**src/rtl/pm_fixed_regs_pkg.sv**
```systemverilog
`timescale 1ns/1ps
package pm_fixed_regs_pkg;
  localparam int OFS_W  = 8;
  localparam int GPE_W  = 8;
  localparam int PM1_W  = 16;

  localparam logic [OFS_W-1:0] OFS_PM1_STS = 8'h00;
  localparam logic [OFS_W-1:0] OFS_PM1_EN  = 8'h02;
  localparam logic [OFS_W-1:0] OFS_PM1_CTL = 8'h04;
  localparam logic [OFS_W-1:0] OFS_TMR     = 8'h08;
  localparam logic [OFS_W-1:0] OFS_RST     = 8'h10;
  localparam logic [OFS_W-1:0] OFS_MODE    = 8'h11;
  localparam logic [OFS_W-1:0] OFS_GPE_STS = 8'h20;
  localparam logic [OFS_W-1:0] OFS_GPE_EN  = 8'h21;

  localparam logic [7:0] RST_MAGIC = 8'h10;
  localparam logic [7:0] MODE_ON   = 8'hA1;
  localparam logic [7:0] MODE_OFF  = 8'hA0;

  localparam int          SLP_LSB   = 10;
  localparam int          SLP_W     = 3;
  localparam logic [2:0]  SLP_OFF   = 3'd5;
  localparam int          BIT_MODE  = 0;
  localparam int          BIT_TMR   = 0;
  localparam int          BIT_BTN   = 8;
  localparam int          BIT_BAT   = 0;
  localparam logic [PM1_W-1:0] PM1_MASK = 16'h0101;

  typedef enum logic [2:0] {
    RD_NONE, RD_PM1_STS, RD_PM1_EN, RD_PM1_CTL, RD_TMR, RD_GPE_STS, RD_GPE_EN
  } rdSel_e;

  typedef struct packed {
    logic wrPm1Sts;
    logic wrPm1En;
    logic wrPm1Ctl;
    logic wrGpeSts;
    logic wrGpeEn;
    logic modeOn;
    logic modeOff;
    logic rstHit;
  } pmStrobe_t;
endpackage

```
**src/rtl/pm_decode.sv**
```systemverilog
`timescale 1ns/1ps
module pm_decode
  import pm_fixed_regs_pkg::*;
(
  input  logic             clk,
  input  logic             rstN,
  input  logic             ioValid,
  input  logic             ioWrite,
  input  logic [OFS_W-1:0] ioOffset,
  input  logic [2:0]       ioSize,
  input  logic [7:0]       wrByte,
  output pmStrobe_t        strobe,
  output rdSel_e           rdSel,
  output logic             rdMiss
);
  logic isWr, isRd, sz1, sz2, sz4;

  always_comb begin
    isWr   = ioValid && ioWrite;
    isRd   = ioValid && !ioWrite;
    sz1    = (ioSize == 3'd1);
    sz2    = (ioSize == 3'd2);
    sz4    = (ioSize == 3'd4);
    strobe = '0;
    rdSel  = RD_NONE;
    case (ioOffset)
      OFS_PM1_STS: if (sz2) begin strobe.wrPm1Sts = isWr; rdSel = RD_PM1_STS; end
      OFS_PM1_EN:  if (sz2) begin strobe.wrPm1En  = isWr; rdSel = RD_PM1_EN;  end
      OFS_PM1_CTL: if (sz2) begin strobe.wrPm1Ctl = isWr; rdSel = RD_PM1_CTL; end
      OFS_TMR:     if (sz4) rdSel = RD_TMR;
      OFS_GPE_STS: if (sz1) begin strobe.wrGpeSts = isWr; rdSel = RD_GPE_STS; end
      OFS_GPE_EN:  if (sz1) begin strobe.wrGpeEn  = isWr; rdSel = RD_GPE_EN;  end
      OFS_RST:     if (sz1) strobe.rstHit = isWr && (wrByte == RST_MAGIC);
      OFS_MODE:    if (sz1) begin
                     strobe.modeOn  = isWr && (wrByte == MODE_ON);
                     strobe.modeOff = isWr && (wrByte == MODE_OFF);
                   end
      default: ;
    endcase
    rdMiss = isRd && (rdSel == RD_NONE);
  end

  // at most one register is written per access
  a_r3_one_strobe: assert property (@(posedge clk) disable iff (!rstN)
    $onehot0(strobe));
  // no write strobe ever fires on a read cycle
  a_r12_read_no_strobe: assert property (@(posedge clk) disable iff (!rstN)
    (ioValid && !ioWrite) |-> (strobe == '0));
endmodule

```
**src/rtl/pm_timer.sv**
```systemverilog
`timescale 1ns/1ps
module pm_timer #(
  parameter int CLK_HZ    = 50_000_000,
  parameter int TMR_HZ    = 3_579_545,
  parameter int TMR_WIDTH = 24
) (
  input  logic                 clk,
  input  logic                 rstN,
  output logic [TMR_WIDTH-1:0] count,
  output logic                 msbFlip
);
  localparam int ACC_W = $clog2(CLK_HZ + TMR_HZ) + 1;
  localparam logic [ACC_W-1:0] STEP  = ACC_W'(TMR_HZ);
  localparam logic [ACC_W-1:0] LIMIT = ACC_W'(CLK_HZ);

  logic [ACC_W-1:0]     phase, phaseSum;
  logic                 tick;
  logic [TMR_WIDTH-1:0] countNext;

  always_comb begin
    phaseSum  = phase + STEP;
    tick      = (phaseSum >= LIMIT);
    countNext = count + 1'b1;
    msbFlip   = tick && (countNext[TMR_WIDTH-1] != count[TMR_WIDTH-1]);
  end

  always_ff @(posedge clk) begin
    if (!rstN) begin
      phase <= '0;
      count <= '0;
    end else if (tick) begin
      phase <= phaseSum - LIMIT;
      count <= countNext;
    end else begin
      phase <= phaseSum;
    end
  end

  // a tick advances the count by exactly one, otherwise it holds
  a_r2_tick_step: assert property (@(posedge clk) disable iff (!rstN)
    $past(rstN) && $past(tick) |-> count == TMR_WIDTH'($past(count) + 1'b1));
  a_r2_hold: assert property (@(posedge clk) disable iff (!rstN)
    $past(rstN) && !$past(tick) |-> $stable(count));
endmodule

```
**src/rtl/pm_regs.sv**
```systemverilog
`timescale 1ns/1ps
module pm_regs
  import pm_fixed_regs_pkg::*;
#(
  parameter int TMR_WIDTH = 24
) (
  input  logic                 clk,
  input  logic                 rstN,
  input  pmStrobe_t            strobe,
  input  rdSel_e               rdSel,
  input  logic [PM1_W-1:0]     wdata,
  input  logic                 pwrBtnEvent,
  input  logic                 batInfoEvent,
  input  logic [TMR_WIDTH-1:0] tmrCount,
  input  logic                 tmrFlip,
  output logic [31:0]          rdData,
  output logic                 sciLevel,
  output logic                 powerOffReq,
  output logic                 resetReq,
  output logic                 btnHandled
);
  logic [PM1_W-1:0] pm1Sts, pm1En, pm1Ctl, pm1StsNext;
  logic [GPE_W-1:0] gpeSts, gpeEn, gpeStsNext;
  logic [SLP_W-1:0] sleepState, slpNew;
  logic             pm1Pend, gpePend;

  always_comb begin
    pm1StsNext = pm1Sts;
    if (strobe.wrPm1Sts) pm1StsNext = pm1StsNext & ~wdata;
    if (tmrFlip)         pm1StsNext[BIT_TMR] = 1'b1;
    if (pwrBtnEvent)     pm1StsNext[BIT_BTN] = 1'b1;
    pm1StsNext = pm1StsNext & PM1_MASK;

    gpeStsNext = gpeSts;
    if (strobe.wrGpeSts) gpeStsNext = gpeStsNext & ~wdata[GPE_W-1:0];
    if (batInfoEvent)    gpeStsNext[BIT_BAT] = 1'b1;

    slpNew  = wdata[SLP_LSB +: SLP_W];
    pm1Pend = |(pm1Sts & pm1En);
    gpePend = |(gpeSts & gpeEn);
  end

  always_ff @(posedge clk) begin
    if (!rstN) begin
      pm1Sts      <= '0;
      pm1En       <= '0;
      pm1Ctl      <= '0;
      gpeSts      <= '0;
      gpeEn       <= '0;
      sleepState  <= '0;
      sciLevel    <= 1'b0;
      powerOffReq <= 1'b0;
      resetReq    <= 1'b0;
      btnHandled  <= 1'b0;
    end else begin
      pm1Sts      <= pm1StsNext;
      gpeSts      <= gpeStsNext;
      sciLevel    <= pm1Pend | gpePend;
      resetReq    <= strobe.rstHit;
      powerOffReq <= 1'b0;
      if (strobe.wrPm1En) pm1En <= wdata & PM1_MASK;
      if (strobe.wrGpeEn) gpeEn <= wdata[GPE_W-1:0];
      if (strobe.wrPm1Ctl) begin
        pm1Ctl <= wdata;
        if (slpNew != sleepState) begin
          sleepState  <= slpNew;
          powerOffReq <= (slpNew == SLP_OFF);
        end
      end
      if (strobe.modeOn)  pm1Ctl[BIT_MODE] <= 1'b1;
      if (strobe.modeOff) pm1Ctl[BIT_MODE] <= 1'b0;
      if (pwrBtnEvent) btnHandled <= 1'b0;
      else if (strobe.wrPm1Sts && wdata[BIT_BTN]) btnHandled <= 1'b1;
    end
  end

  always_comb begin
    case (rdSel)
      RD_PM1_STS: rdData = 32'(pm1Sts);
      RD_PM1_EN:  rdData = 32'(pm1En);
      RD_PM1_CTL: rdData = 32'(pm1Ctl);
      RD_TMR:     rdData = 32'(tmrCount);
      RD_GPE_STS: rdData = 32'(gpeSts);
      RD_GPE_EN:  rdData = 32'(gpeEn);
      default:    rdData = 32'hFFFF_FFFF;
    endcase
  end

  // a power-off pulse only ever comes with sleep type 5 in control
  a_r9_off_only_s5: assert property (@(posedge clk) disable iff (!rstN)
    powerOffReq |-> pm1Ctl[SLP_LSB +: SLP_W] == SLP_OFF);
  // the handled flag rises only after a status write carrying bit 8
  a_r6_handled_rise: assert property (@(posedge clk) disable iff (!rstN)
    $rose(btnHandled) |-> $past(strobe.wrPm1Sts && wdata[BIT_BTN]));
  // a pending term asserts the interrupt on the next clock
  a_r7_sci_pm1: assert property (@(posedge clk) disable iff (!rstN)
    pm1Pend |=> sciLevel);
  a_r7_sci_gpe: assert property (@(posedge clk) disable iff (!rstN)
    gpePend |=> sciLevel);
  // a battery event leaves its status bit set even against a clear
  a_r8_bat_sets: assert property (@(posedge clk) disable iff (!rstN)
    batInfoEvent |=> gpeSts[BIT_BAT]);
  // a timer MSB toggle sets the overflow status bit
  a_r5_tmr_sets: assert property (@(posedge clk) disable iff (!rstN)
    tmrFlip |=> pm1Sts[BIT_TMR]);
endmodule

```
**src/rtl/pm_fixed_regs.sv**
```systemverilog
`timescale 1ns/1ps
module pm_fixed_regs
  import pm_fixed_regs_pkg::*;
#(
  parameter int CLK_HZ    = 50_000_000,
  parameter int TMR_HZ    = 3_579_545,
  parameter int TMR_WIDTH = 24
) (
  input  logic        clk,
  input  logic        rstN,
  input  logic        ioValid,
  input  logic        ioWrite,
  input  logic [7:0]  ioOffset,
  input  logic [2:0]  ioSize,
  input  logic [15:0] ioWdata,
  output logic [31:0] ioRdata,
  output logic        ioRdUnused,
  input  logic        pwrBtnEvent,
  input  logic        batInfoEvent,
  output logic        sciLevel,
  output logic        powerOffReq,
  output logic        resetReq,
  output logic        btnHandled
);
  pmStrobe_t            strobe;
  rdSel_e               rdSel;
  logic [TMR_WIDTH-1:0] tmrCount;
  logic                 tmrFlip;

  pm_decode decode_i (
    .clk(clk), .rstN(rstN), .ioValid(ioValid), .ioWrite(ioWrite),
    .ioOffset(ioOffset), .ioSize(ioSize), .wrByte(ioWdata[7:0]),
    .strobe(strobe), .rdSel(rdSel), .rdMiss(ioRdUnused)
  );

  pm_timer #(.CLK_HZ(CLK_HZ), .TMR_HZ(TMR_HZ), .TMR_WIDTH(TMR_WIDTH)) timer_i (
    .clk(clk), .rstN(rstN), .count(tmrCount), .msbFlip(tmrFlip)
  );

  pm_regs #(.TMR_WIDTH(TMR_WIDTH)) regs_i (
    .clk(clk), .rstN(rstN), .strobe(strobe), .rdSel(rdSel), .wdata(ioWdata),
    .pwrBtnEvent(pwrBtnEvent), .batInfoEvent(batInfoEvent),
    .tmrCount(tmrCount), .tmrFlip(tmrFlip), .rdData(ioRdata),
    .sciLevel(sciLevel), .powerOffReq(powerOffReq), .resetReq(resetReq),
    .btnHandled(btnHandled)
  );
endmodule

```
**config.mk**
```make
export PLATFORM = sky130hd
export DESIGN_NAME = pm_fixed_regs
export DESIGN_NICKNAME = d
export VERILOG_FILES = /design/src/rtl/pm_fixed_regs_pkg.sv /design/src/rtl/pm_decode.sv /design/src/rtl/pm_timer.sv /design/src/rtl/pm_regs.sv /design/src/rtl/pm_fixed_regs.sv
export SDC_FILE = /design/constraint.sdc
export NUM_CORES = 1
export LEC_CHECK = 0
export BUFFER_PORTS_ARGS = -buffer_cell sky130_fd_sc_hd__buf_2
export CORE_ASPECT_RATIO = 0.5
export CORE_MARGIN = 1.5
export CORE_UTILIZATION = 42
export DETAILED_ROUTE_END_ITERATION = 7
export SLEW_MARGIN = 20
export SYNTH_ARGS = -nofsm -noshare
export SYNTH_HDL_FRONTEND = slang
export SYNTH_SLANG_ARGS = --single-unit
```
**constraint.sdc**
```tcl
create_clock -name clk -period 6.6 [get_ports clk]
set_clock_uncertainty 0.1 [all_clocks]
set_input_delay 0.33 -clock clk [delete_from_list [all_inputs] [get_ports clk]]
set_output_delay 0.33 -clock clk [all_outputs]
set_load 0.005 [all_outputs]
```
==> summary.md, run 1 <==
| Metric | Value |
|---|---|
| Number of setup buffers added after CTS | 0 |
| Area Growth Syn to Fin | 12.8% |
| Starting Density | 0.437 |
| Via density per instance | 5.61 |
| HPWL after detailed placement | roughly 9.6 mm |
| Clock latency on the worst-skew pair | 0.34 ns |
| Critical path class | in2out |
| Via count | around 5000 |
| Tightest Pin Transition | 1.06 ns |
| Final Core Density | 0.493 |
| Global-route wire length before repair | 22.1 mm |
| Setup violators final | 0 |
| Final wirelength | roughly 14 mm |
| Syn Area/Cell | 7.95 um2 |
| Initial antenna violation count | 0 |
| TritonCTS clock tree | done |
| Total GRT Usage | 0.212 |
| Maximum root-to-sink buffer count | 2 |
| Post-synth cell types | 64 |
| Min Hold Slack | 0.0561 ns |
| Synth warn | 0 |
| Die area | between 0.01 and 0.015 mm2 |
| Chip height | 82.1 um |
| Post-route ant nets | 0 |
| Starting DRT DRC Count | 487 |
| Relative slew slack | 0.288 |
| Register bit count reported by yosys | 94 |
| Clock Pin Slew Worst Setup and Hold Paths | approximately 0.070 ns |
| HP Class | in2reg |
| H-tree Lvls | 3 |
| Fin Setup TNS | 0 ns |
| Unrepaired setup endpoints after global routing | no |
| Primary FF master, synth | dfxtp_1 |
| Final worst-path cycle share | 0.650 |
| GPL Wtd Cong | 0.815 |
| Pin count of the biggest net entering global routing | 84 |
| Crit-path max FO | 18 |
| Worst Path Arrival | approximately 3.9 ns |
| Setup ws final | ~2.3 ns |
| Lkg Pwr | 0.00207 uW |
| Die X | 161 um |
| Cell Rows | 28 |
| Post-synth design cell area | 0.00525 mm2 |
| # DRC | 0 |
| Post-synth ARST share | 0 |
| Hold Fails Final Rpt | 0 |
| Most common cell in the synthesized netlist | nand2_1 |
| Gates resized, CTS repair | 0 |
| Final Total Pwr | 1660 uW |
| Number of buffers created by CTS | 9 |
| Most frequent cells after synthesis | nand2_1 (110), dfxtp_1 (94), nor2_1 (78) |
| Max-capacitance violation count | 0 |
| Share of post-route cells with drive strength above 1 | 0.151 |
| Status | completed |
| Final count of pins violating max slew | 0 |
| Mapped Cells | 661 |
| Sequential-to-total area share from yosys stat | 0.358 |
| Fmax | between 200 and 250 MHz |
| Antenna Cells | 0 |
| Number of global-route vias before repair | ~4400 |
| Clock root cell | clkbuf_16 |
| Synth top area share | 0.358 |
| CP Launch Type | input pin |
| Worst slack, placed | 2.34 ns |
| EDFF count, synth | 0 |
| # IOs | 70 |
| Mapped Nets | 697 |
| Wire per inst | 15.8 um |
| Tmin final | 4.29 ns |
| Required time at the worst-slack endpoint | just over 6 ns |
| Drt first pass iters | 5 |
| Largest area contributor in the netlist | dfxtp_1 |
| Core area | between 0.01 and 0.015 mm2 |
| Clk sinks | 94 |
| Peak VDD IR | 0.138 mV |
| Top cells by area, synth | dfxtp_1 (36%), nand2_1 (7.9%), xnor2_1 (5.8%), nor2_1 (5.6%), a21oi_1 (4.3%) |
| Cts hold-fix bufs | 0 |
| Grt total ovfl | 0 |
| Port bufs | just under 70 |
| Nets | 739 |
| Power per Cell Area | 280 mW/mm2 |
| CP Capture Type | output pin |
## worst paths after layout
check	startpoint	to	cells after the start	slack, ns
setup / recovery	ioOffset[7]	ioRdata[13]	12	2.31
hold / removal	ioWdata[11]	regs_i.powerOffReq	2	0.06
setup reg to reg	timer_i.phase[0]	timer_i.count[10]	12	2.48
hold reg to reg	regs_i.pm1Ctl[2]	regs_i.pm1Ctl[2]	2	0.35
## layout by cell type, fill, tap and decap left out, types with 7 or more instances in the layout
master | Yosys | layout
a21oi_1 | 45 | 45
a221o_1 | 7 | 7
a222oi_1 | 8 | 8
a31oi_1 | 7 | 7
and3_1 | 13 | 13
buf_2 | 3 | 69
clkbuf_16 | 0 | 9
dfxtp_1 | 94 | 94
mux2i_1 | 13 | 13
nand2_1 | 110 | 110
nand3_1 | 26 | 26
nand4_1 | 15 | 15
nor2_1 | 78 | 78
nor3_1 | 15 | 15
nor3b_1 | 8 | 8
nor4_2 | 7 | 7
o21ai_0 | 14 | 14
or3_1 | 8 | 8
xnor2_1 | 35 | 35
xor2_1 | 23 | 23
## report_power, final
group	total, uW	leakage (uW)	internal [uW]	switching [uW]
clock	506	0.000144	264	241
combinational	459	0.00116	188	271
sequential	692	0.000764	611	80.5
## cells by family (layout without fill, tap and decap cells)
family | Yosys count | in the layout | synth area share
AND/OR/NAND/NOR | 317 | 317 | 0.301
multiplexers | 13 | 13 | 0.0248
AO/OA/AOI/OAI | 125 | 125 | 0.165
adder cells (fa/ha/maj) | 4 | 4 | 0.00905
flip-flops | 94 | 94 | 0.358
buffers and inverters | 50 | 97 | 0.0457
XOR/XNOR | 58 | 58 | 0.0967
## routing by layer
layer | track usage | wire length (um)
met1 | 0.286 | 6790
met2 | 0.340 | 6060
met4 | 0.0583 | 140
met5 | 0 | 0
met3 | 0.0500 | 800
## metrics by stage
stage               cells  cell area [um2]
detailed placement    857             5640
global placement      857             5640
global route          873             5920
floorplan             661             5250
finish                873             5920
CTS                   873             5920
## state kept, by name (all words and copies together) (netlist names)
register	cells
regs_i.gpeSts	8
regs_i.resetReq	1
regs_i.sciLevel	1
regs_i.btnHandled	1
regs_i.sleepState	3
regs_i.powerOffReq	1
regs_i.gpeEn	8
regs_i.pm1En	2
regs_i.pm1Sts	2
regs_i.pm1Ctl	16
timer_i.phase	27
timer_i.count	24
## area by class of cell
| cell class | count | area [um2] |
|---|---|---|
| Sequential cell | 94 | 1880 |
| Timing Repair Buffer | 74 | 383 |
| Clock inverter | 7 | 62.6 |
| Inverter | 7 | 26.3 |
| Tap cell | 165 | 206 |
| Fill cell | 1210 | 6090 |
| Clock buffer | 9 | 225 |
| Multi-Input combinational cell | 517 | 3140 |
## critical path, cell delays in order
cell,delay [ns]
buf_2,0.09
or2_2,0.30
nor4_1,0.25
nand3b_1,0.23
nor2_1,0.18
and3_1,0.62
or3_1,0.21
nor3_1,0.06
nand2_1,0.55
clkinv_1,0.51
a221o_1,0.39
buf_2,0.13
Note: power is estimated with default switching activity, not from simulation.
==> run 2: changes to the inputs <==
- clock period: 6.6 -> 4.2 ns (I/O delays scaled with it)
==> run 2 against run 1 <==
Net effect: power up 58%; design area rose by 2.8%; worst hold slack lost 0.043 ns; via count increased by 0.57%; utilization increased by 1.4 points; routed wire length shrank 0.60%; non-clock buffer count grew 17; combinational power grew 56%; clock-buffer cell count unchanged.
==> summary.md, run 2 (synthesized netlist as in run 1, its figures left out) <==
| Metric | Value |
|---|---|
| Final worst-path cycle share | 0.897 |
| TritonCTS clock tree | done |
| Relative slew slack | 0.490 |
| Gates resized, CTS repair | 0 |
| CP Capture Type | register |
| CP max stage delay | 0.51 ns |
| Starting DRT DRC Count | 371 |
| Slowest-stage cell, CP | o311a_4 |
| Via count | 4929 |
| Starting Density | 0.437 |
| Number of global-route vias before repair | about 4400 |
| Crit path cell chain | ha_1, a211o_1, a211o_1, or3_1, a311o_1, nand3_2, nand3_2, o311a_4, nor4_2, xnor2_1, nor2_1 |
| Global-route wire length before repair | 22.4 mm |
| Die area | 0.0132 mm2 |
| HP Class | in2reg |
| Setup violators final | 0 |
| Regs by FF count | timer_i.phase x27, timer_i.count x24, regs_i.pm1Ctl x16 |
| Max-capacitance violation count | 0 |
| Drt first pass iters | 5 |
| Core area | around 0.012 mm2 |
| Tightest Pin Transition | 0.759 ns |
| Antenna Cells | 0 |
| Post-route ant nets | 0 |
| Clock latency on the worst-skew pair | 0.35 ns |
| Cell Rows | 28 |
| Chip height | approximately 82 um |
| Maximum root-to-sink buffer count | 2 |
| # DRC | 0 |
| Total GRT Usage | 0.215 |
| Most frequent cells in the layout | nand2_1 (110), dfxtp_1 (94), nor2_1 (78) |
| Grt total ovfl | 0 |
| Required time at the worst-slack endpoint | 4.32 ns |
| Final wirelength | roughly 14 mm |
| Final count of pins violating max slew | 0 |
| Peak VDD IR | about 0.25 mV |
| H-tree Lvls | 3 |
| Initial antenna violation count | 0 |
| Power per Cell Area | 430 mW/mm2 |
| Max reg flops | 27 |
| Biggest register | timer_i.phase |
| Critical path class | reg2reg |
| Via density per instance | around 5.5 |
| Nets | around 760 |
| HPWL after detailed placement | 9.66 mm |
| Crit-path max FO | 22 |
| Hold Fails Final Rpt | 0 |
| Status | completed |
| Die X | 161 um |
| Port bufs | 69 |
| Area Growth Syn to Fin | 15.9% |
| Unrepaired setup endpoints after global routing | no |
| GPL Wtd Cong | roughly 0.89 |
| Clock root cell | clkbuf_16 |
| Worst path bufs/invs | 0 |
| Clock Pin Slew Worst Setup and Hold Paths | 0.07 ns |
| Tmin final | 3.77 ns |
| Clk sinks | 94 |
| Lkg Pwr | 0.00215 uW |
| Top delay family on crit path | compound AO/OA/AOI/OAI gates |
| Worst Path Arrival | 3.89 ns |
| Share of post-route cells with drive strength above 1 | 0.159 |
| Fmax | 266 MHz |
| CP Launch Type | register |
| Fin Setup TNS | 0 ns |
| Pin count of the biggest net entering global routing | 46 |
| Min Hold Slack | 0.0132 ns |
| Number of buffers created by CTS | 9 |
| # IOs | 70 |
| Wire per inst | 15.4 um |
| Commonest non-fill, non-tap cell in the layout | nand2_1 |
run 2: cell count changes in the layout (fill, tap and decap cells not counted), sizes merged:
| cell | change |
|---|---|
| dlygate4sd3 | +9 |
| buf | +8 |
run 2: cell type report:
class	instances	area, um2
sequential	94	1880
inverter	7	26.3
clock inverter	7	78.8
fill	1160	5930
clock buffer	9	225
multi-input combinational	517	3140
tap	165	206
timing repair buffer	91	533
run 2: metrics by stage:
| stage | power (uW) | instances | area (um2) | setup slack (ns) | utilization |
|---|---|---|---|---|---|
| 2_1_floorplan | 1650 | 661 | 5250 | 0.690 | - |
| 3_3_place_gp | 1800 | 865 | 5700 | 0.511 | 0.474 |
| 3_5_place_dp | 1800 | 865 | 5700 | 0.439 | 0.474 |
| 4_1_cts | 2630 | 890 | 6090 | 0.426 | 0.507 |
| 5_1_grt | 2780 | 890 | 6090 | 0.217 | 0.507 |
| 6_report | 2620 | 890 | 6090 | 0.434 | 0.507 |
run 2: final timing paths:
check	from	end	slack (ns)	depth (start not counted)
setup / recovery	timer_i.phase[0]	timer_i.count[23]	0.43	11
hold / removal	ioWdata[6]	regs_i.gpeSts[6]	0.01	2
setup reg to reg	timer_i.phase[0]	timer_i.count[23]	0.43	11
hold reg to reg	regs_i.gpeSts[5]	regs_i.gpeSts[5]	0.35	2
run 2: routing by layer:
metal,wire length [um],global-route usage,vias to the layer above
met5,0,0,-
met4,140,0.0593,0
met3,712,0.0429,13
met2,5850,0.341,116
met1,7010,0.297,2317
li1,-,-,2483
run 2: worst register-to-register path: stages (launching register included):
cell and delay (ns):
dfxtp_1 0.34, ha_1 0.25, a211o_1 0.43, a211o_1 0.38
or3_1 0.39, a311o_1 0.41, nand3_2 0.10, nand3_2 0.10
o311a_4 0.51, nor4_2 0.42, xnor2_1 0.16, nor2_1 0.05
run 2: where the power goes:
group	total [uW]	switching (uW)	leakage [uW]	internal (uW)
combinational	714	413	0.00124	301
sequential	1090	126	0.000764	960
clock	818	395	0.000148	423
total	2620	933	0.00215	1680
run 2: what timing repair did:
action | CTS | global route
endpoints found under the hold margin | 9 | 0
hold buffers | 9 | 0
setup buffers | 0 | 0
==> run 3: changes to the inputs <==
- CORE_UTILIZATION: 42 -> 25
- clock period: 4.2 -> 3.46 ns (I/O delays scaled with it)
==> run 3 against run 2 <==
Net effect: non-clock buffer count up 28; critical endpoint is now timer_i.count[17]; via count rose by 4.8%; largest cell class unchanged; critical path depth grew 1; combinational power rose by 43%; cell count is 15% higher; setup slack got worse by 0.33 ns; routed wire length increased by 11%; first-iteration DRC count fell by 4.6%; design area rose by 8.2%; largest power group unchanged.
==> summary.md, run 3 (synthesized netlist as in run 1, its figures left out) <==
| Metric | Value |
|---|---|
| Status | completed |
| Via density per instance | 5.03 |
| Wire per inst | 14.8 um |
| Antenna Cells | 0 |
| Commonest non-fill, non-tap cell in the layout | nand2_1 |
| TritonCTS clock tree | done |
| Met3 usage | 0.0375 |
| Tmin final | 3.35 ns |
| Placed cell area | 0.00599 mm2 |
| Worst slack, placed | 0.0106 ns |
| Final worst-path cycle share | 0.970 |
| Clock latency on the worst-skew pair | 0.36 ns |
| Final count of pins violating max slew | 0 |
| Fin area | 0.00659 mm2 |
| Relative slew slack | 0.293 |
| Setup ws final | 0.105 ns |
| HP Class | in2reg |
| Peak VDD IR | 0.235 mV |
| Storage cell area | around 0.0019 mm2 |
| Total GRT Usage | 0.139 |
| GPL Wtd Cong | 0.860 |
| Port bufs | 69 |
| # DRC | 0 |
| Global-route wire length before repair | roughly 24 mm |
| Core area | 0.0206 mm2 |
| CP Capture Type | register |
| Number of global-route vias before repair | about 4800 |
| Pin count of the biggest net entering global routing | 61 |
| CP Launch Type | register |
| Critical path class | reg2reg |
| Post-route ant nets | 0 |
| Die X | roughly 210 um |
| Clock Pin Slew Worst Setup and Hold Paths | 0.07 ns |
| GR Util met2 | 0.224 |
| Lkg Pwr | around 0.0024 uW |
| Power per Cell Area | 507 mW/mm2 |
| Global routing's busiest layer | met2 |
| Share of post-route cells with drive strength above 1 | 0.198 |
| Fill count | ~2200 |
| Drt first pass iters | 5 |
| Hold Fails Final Rpt | 0 |
| Most frequent cells in the layout | nand2_1 (110), dfxtp_1 (93), nor2_1 (78) |
| Initial antenna violation count | 0 |
| Final Total Pwr | 3340 uW |
| Nets | 785 |
| Via count | 5167 |
| Max-capacitance violation count | 0 |
| H-tree Lvls | 3 |
| Unrepaired setup endpoints after global routing | yes |
| Max reg flops | 27 |
| Clock root cell | clkbuf_16 |
| Starting Density | 0.256 |
| Footprint of the multi-input gates | 0.00326 mm2 |
| Setup violators final | 0 |
| Tightest Pin Transition | 1.06 ns |
| Final wirelength | 15.2 mm |
| Maximum root-to-sink buffer count | 2 |
| Biggest register | timer_i.phase |
| Met1 usage | 0.180 |
| Cell Rows | 37 |
| Worst Path Arrival | 3.49 ns |
| HPWL after detailed placement | 10.8 mm |
| Crit-path max FO | 8 |
| Regs by FF count | timer_i.phase x27, timer_i.count x24, regs_i.pm1Ctl x16 |
| Grt total ovfl | 0 |
| Fmax | 298 MHz |
| Number of buffers created by CTS | 9 |
| Die area | roughly 0.022 mm2 |
| Starting DRT DRC Count | 354 |
| Area Growth Syn to Fin | 25.4% |
| Chip height | 106 um |
| # IOs | 70 |
| Required time at the worst-slack endpoint | 3.59 ns |
| Clk sinks | between 90 and 100 |
## run 3: area by class of cell
class / count / area share
Sequential cell: 94 / 0.286
Clock inverter: 5 / 0.00874
Clock buffer: 11 / 0.0368
Timing Repair Buffer: 119 / 0.118
Multi-Input combinational cell: 518 / 0.494
Tap cell: 273 / 0.0519
Inverter: 7 / 0.00399
## run 3: timing repair
item	CTS	global route
hold buffers	16	0
endpoints found under the setup margin	2	33
pin swaps	1	14
endpoints found under the hold margin	21	0
buffers inserted	0	2
cloned	0	1
resized for setup	1	24
## run 3: path summary, 6_finish.rpt
path / start / cells past startpoint / slack (ns) / to
setup / recovery: timer_i.phase[1] / 12 / 0.11 / timer_i.count[17]
setup reg to reg: timer_i.phase[1] / 12 / 0.11 / timer_i.count[17]
hold / removal: ioWdata[8] / 3 / 0.02 / regs_i.pm1Ctl[8]
hold reg to reg: regs_i.gpeSts[7] / 2 / 0.35 / regs_i.gpeSts[7]
## run 3: critical path: stages, from the launching register on
cell and delay (ns):
dfxtp_4 0.37, ha_4 0.17, a211o_1 0.28, a211o_1 0.28, or3_4 0.37, a311o_1 0.35
nand3_2 0.09, nand3_2 0.10, o311a_4 0.43, buf_12 0.17, nor4_2 0.30, xnor2_1 0.16
nor2_1 0.05
## run 3: layer usage
layer,routed length [um],vias up
met3,854,23
li1,-,2536
met2,7010,134
met5,0,-
met4,251,0
met1,7100,2474
## run 3: per-stage QoR
stage          cells  utilization  TNS, ns  hold WS [ns]
6_report        1027        0.320        0        0.0176
3_3_place_gp     992        0.291        0         0.260
5_1_grt         1027        0.320   -0.117        0.0244
4_1_cts         1024        0.314        0        0.0103
2_1_floorplan    661            -        0         0.148
3_5_place_dp     992        0.291        0         0.260
## run 3: power breakdown
part / internal [uW] / switching (uW) / total [uW] / leakage (uW)
Clock: 582 / 439 / 1020 / 0.000150
Sequential: 1170 / 133 / 1300 / 0.000765
Combinational: 436 / 584 / 1020 / 0.00147
Total: 2180 / 1160 / 3340 / 0.00239
